[src/rtl/ipi_cmd_unit.sv]
module ipi_cmd_unit #(
  parameter int          ADDR_W = 12,
  parameter logic [11:0] LO_OFS = 12'h300,
  parameter logic [11:0] HI_OFS = 12'h310
) (
  input  logic              clk,
  input  logic              rst_n,
  input  logic [ADDR_W-1:0] reg_addr,
  input  logic              reg_wr,
  input  logic [31:0]       reg_wdata,
  output logic [31:0]       reg_rdata,
  input  logic [7:0]        local_id,
  output logic              msg_valid,
  input  logic              msg_ready,
  output logic [7:0]        msg_vector,
  output logic [2:0]        msg_mode,
  output logic              msg_level,
  output logic              msg_assert,
  output logic [1:0]        msg_shorthand,
  output logic [7:0]        msg_dest,
  output logic              msg_incl_self
);
  localparam int          STAT_BIT = 12;
  localparam logic [31:0] STAT_MSK = 32'h1 << STAT_BIT;
  localparam logic [7:0]  ALL_IDS  = 8'hFF;

  logic [31:0] lo_q, hi_q;
  logic        busy;
  logic        sel_lo, sel_hi, launch;
  logic [1:0]  sh_in;
  logic [7:0]  tgt_in, dst_in;
  logic        self_in;

  assign sel_lo = reg_addr == ADDR_W'(LO_OFS);
  assign sel_hi = reg_addr == ADDR_W'(HI_OFS);
  assign launch = reg_wr && sel_lo && !busy;

  assign sh_in  = reg_wdata[19:18];
  assign tgt_in = hi_q[31:24];

  always_comb begin
    unique case (sh_in)
      2'b00:   begin dst_in = tgt_in;   self_in = (tgt_in == local_id); end
      2'b01:   begin dst_in = local_id; self_in = 1'b1; end
      2'b10:   begin dst_in = ALL_IDS;  self_in = 1'b1; end
      default: begin dst_in = ALL_IDS;  self_in = 1'b0; end
    endcase
  end

  always_ff @(posedge clk) begin
    if (!rst_n) begin
      lo_q <= '0;
      hi_q <= '0;
      busy <= 1'b0;
    end else begin
      if (reg_wr && sel_hi) hi_q <= reg_wdata;
      if (launch)           lo_q <= reg_wdata & ~STAT_MSK;
      if (launch)                      busy <= 1'b1;
      else if (busy && msg_ready)      busy <= 1'b0;
    end
  end

  always_ff @(posedge clk) begin
    if (!rst_n) begin
      msg_vector    <= '0;
      msg_mode      <= '0;
      msg_level     <= 1'b0;
      msg_assert    <= 1'b0;
      msg_shorthand <= '0;
      msg_dest      <= '0;
      msg_incl_self <= 1'b0;
    end else if (launch) begin
      msg_vector    <= reg_wdata[7:0];
      msg_mode      <= reg_wdata[10:8];
      msg_level     <= reg_wdata[15];
      msg_assert    <= reg_wdata[14];
      msg_shorthand <= sh_in;
      msg_dest      <= dst_in;
      msg_incl_self <= self_in;
    end
  end

  assign msg_valid = busy;
  assign reg_rdata = sel_lo ? (lo_q | (busy ? STAT_MSK : 32'h0)) :
                     sel_hi ? hi_q : 32'h0;
endmodule


[config.mk]
export PLATFORM = sky130hd
export DESIGN_NAME = ipi_cmd_unit
export DESIGN_NICKNAME = d
export VERILOG_FILES = /design/src/rtl/ipi_cmd_unit.sv
export SDC_FILE = /design/constraint.sdc
export NUM_CORES = 1
export LEC_CHECK = 0
export BUFFER_PORTS_ARGS = -buffer_cell sky130_fd_sc_hd__clkbuf_2
export CORE_ASPECT_RATIO = 1.2
export CORE_MARGIN = 1
export CORE_UTILIZATION = 54
export CTS_CLUSTER_DIAMETER = 60
export DETAILED_ROUTE_END_ITERATION = 6
export PLACE_DENSITY = 0.91
export SLEW_MARGIN = 10
export SYNTH_ARGS = -nofsm -noshare
export SYNTH_HDL_FRONTEND = slang
export SYNTH_SLANG_ARGS = --single-unit
[constraint.sdc]
create_clock -name clk -period 4.16 [get_ports clk]
set_input_delay 0.208 -clock clk [delete_from_list [all_inputs] [get_ports clk]]
set_output_delay 0.208 -clock clk [all_outputs]
set_load 0.01 [all_outputs]
==> results.toml <==
[run_status]
status = "finished clean"

[cts]
path_clk_slew_ns = 0.07
cts_tree = "built"
cts_buffers = 9
hold_buffers = 0
insertion_delay_ns = 0.33
post-cts-setup-buffers = 0
clockBufferDepth = 2
htreeDepth = 3
cts_num_sinks = 73
ctsResizeCount = 0
clockRootBuffer = "clkbuf_8"

[pwr]
power_leakage_nw = 1.61
irDropWorstVdd_v = 0.000211
p_total_mw = 1.28
power_density_mw_per_mm2 = 331

[synthesis]
synthTopCellsByCount = "dfxtp_1 (73), nand2_1 (63), a21oi_1 (40)"
synth_compound_area_share_pct = 17.9
syn-mean-instance-area_um2 = 8.96
synth-seq-cells = 73
ys.flop_type = "dfxtp_1"
synth-xor-area-share_pct = 2.14
syn_inst = 366
synth_top_family_by_area = "compound AO/OA/AOI/OAI gates"
async_flop_share_pct = 0
ys_types = 29
synthAdderAreaFrac_pct = 1.14
synth_area_leaders = "dfxtp_1 (45%), mux2i_1 (10%), a22o_1 (8.5%)"
synth_edf_count = 0
yosys.area.top_type_share_pct = 44.5
synth_top_area_cell = "dfxtp_1"
synthSimpleGateAreaFrac_pct = 15.0
netlist_area_mm2 = 0.00328
synth-seq-area-share_pct = 44.5
synth.area.mux_share_pct = 10.1
synth_warnings = 0
synth_most_common_cell = "dfxtp_1"
synth_nets = 425

[sta]
worstMarginPinSlew_ns = 1.06
setup_viol = 0
period_minus_slack_ns = 2.36
hold_viol = 0
maxSlewViolCount = 0
fmax_ghz = 0.424
clock_skew_ns = 0.00895
tns_ns = 0
rsz0062_at_grt = "false"
maxSlewHeadroom_pct = 29.5
timing.hold.ws_ns = 0.114
timing.final.crit_share_pct = 56.7

[place]
place_inst = 521
io_buffers = 112
gp_congestion = 0.814
hpwlAfterDp_mm = 5.39

[setup_path]
cp.arrival_ns = 2.60
start_kind = "register"
cp.required_ns = 4.40
cp-end-kind = "register"
critical_path_class = "reg -> reg"
path_max_fanout = 26

[final_layout]
n_fill_cell = 474
post-route-util_pct = 67.5
syn_to_final_growth_pct = 18.1
final_nets = 511
diodes = 0
fin_cells = 535
drive_gt1_share_pct = 29.9

[floorplanning]
rows = 30
die_h_um = 87.4
die_w_um = 73.2
dieArea_mm2 = 0.00639
io_pins = 113
core_mm2 = 0.00574
initial_core_util_pct = 57.1

[global_route]
grt_pass1_vias = 2698
grt_max_degree = 66
grt_pass1_wl_mm = 12.4
gr-total-overflow = 0
grt.total_usage_pct = 25.4
antenna_found_initial = 0

[route]
first_pass_iters = 5
ant_nets = 0
wl_mm = 7.75
avgViaCountPerCell = 5.41
vias = 2892
drc_errors = 0
wl_per_cell_um = 14.5
drt_first_iter_violations = 204

[worst_hold_path]
hold_class = "in -> reg"

[run]
cap_violations = 0
through the flow:
step / area [µm²] / worst slack, ns
6_report: 3870 / 1.80
4_1_cts: 3870 / 1.84
3_3_place_gp: 3690 / 1.97
5_1_grt: 3870 / 1.67
3_5_place_dp: 3690 / 1.87
2_1_floorplan: 3280 / 2.68
layout make-up:
cell class / count / area [µm²] / share of cell area, %
Tap cell: 80 / 100 / 2.58
Sequential cell: 73 / 1460 / 37.7
Clock buffer: 10 / 138 / 3.55
Timing Repair Buffer: 116 / 591 / 15.2
Inverter: 4 / 15.0 / 0.388
Multi-Input combinational cell: 248 / 1520 / 39.3
Clock inverter: 4 / 45.0 / 1.16
layout by cell type, fill, tap and decap left out, drive strengths merged:
master and count:
nor2b 1, o22ai 1, ha 3, nand4 2, xor2 8, a22o 32, nor4 2, clkinv 3
nand3 2, dfxtp 73, nor3b 1, clkbuf 122, nand2 63, and4 2, mux2i 33, o21ai 8
nor2 36, and4bb 1, a22oi 8, nand2b 1, buf 4, inv 4, and2 1, bufinv 1
a21oi 40, nor3 3
cell families (layout without fill, tap and decap cells):
kind of cell,Yosys count,in the layout
flip-flops,73,73
XOR/XNOR,8,8
AND/OR/NAND/NOR,115,115
AO/OA/AOI/OAI,89,89
buffers and inverters,45,134
multiplexers,33,33
adder cells (fa/ha/maj),3,3
flip-flops by register name, summed over array words and instances, names as in the netlist:
| name | flops |
|---|---|
| msg_incl_self | 1 |
| msg_valid | 1 |
| msg_vector | 7 |
| msg_mode | 2 |
| msg_shorthand | 1 |
| lo_q | 21 |
| msg_dest | 8 |
| hi_q | 32 |
per-layer routing:
metal | wire (µm) | track usage (%) | share of wire, %
met5 | 0 | 0 | 0
met1 | 3270 | 31.7 | 42
met2 | 3930 | 42.0 | 51
met4 | 32 | 8.56 | 0.41
met3 | 515 | 6.94 | 6.6
final timing paths:
| check | end | startpoint | depth (start not counted) | slack, ns |
|---|---|---|---|---|
| max | msg_vector[6]$_SDFFE_PN0P_ | msg_valid$_SDFFE_PN0P_ | 5 | 1.80 |
| min | lo_q[24]$_SDFFE_PN0P_ | reg_wdata[24] | 3 | 0.11 |
| max reg2reg | msg_vector[6]$_SDFFE_PN0P_ | msg_valid$_SDFFE_PN0P_ | 5 | 1.80 |
| min reg2reg | lo_q[11]$_SDFFE_PN0P_ | lo_q[11]$_SDFFE_PN0P_ | 2 | 0.45 |
worst max-delay path, cell delays in order, from the launching register on:
cell	delay [ns]
dfxtp_1	0.37
nor3b_1	0.38
and4_1	0.91
buf_4	0.36
nand2_1	0.08
a21oi_1	0.17
power by group:
group | internal (mW) | total, mW | leakage, nW | switching [mW]
clock | 0.284 | 0.520 | 0.0978 | 0.237
sequential | 0.698 | 0.699 | 0.588 | 0.0000530
combinational | 0.0267 | 0.0618 | 0.926 | 0.0351
total | 1.01 | 1.28 | 1.61 | 0.272
(Power assumes the default switching activity.)
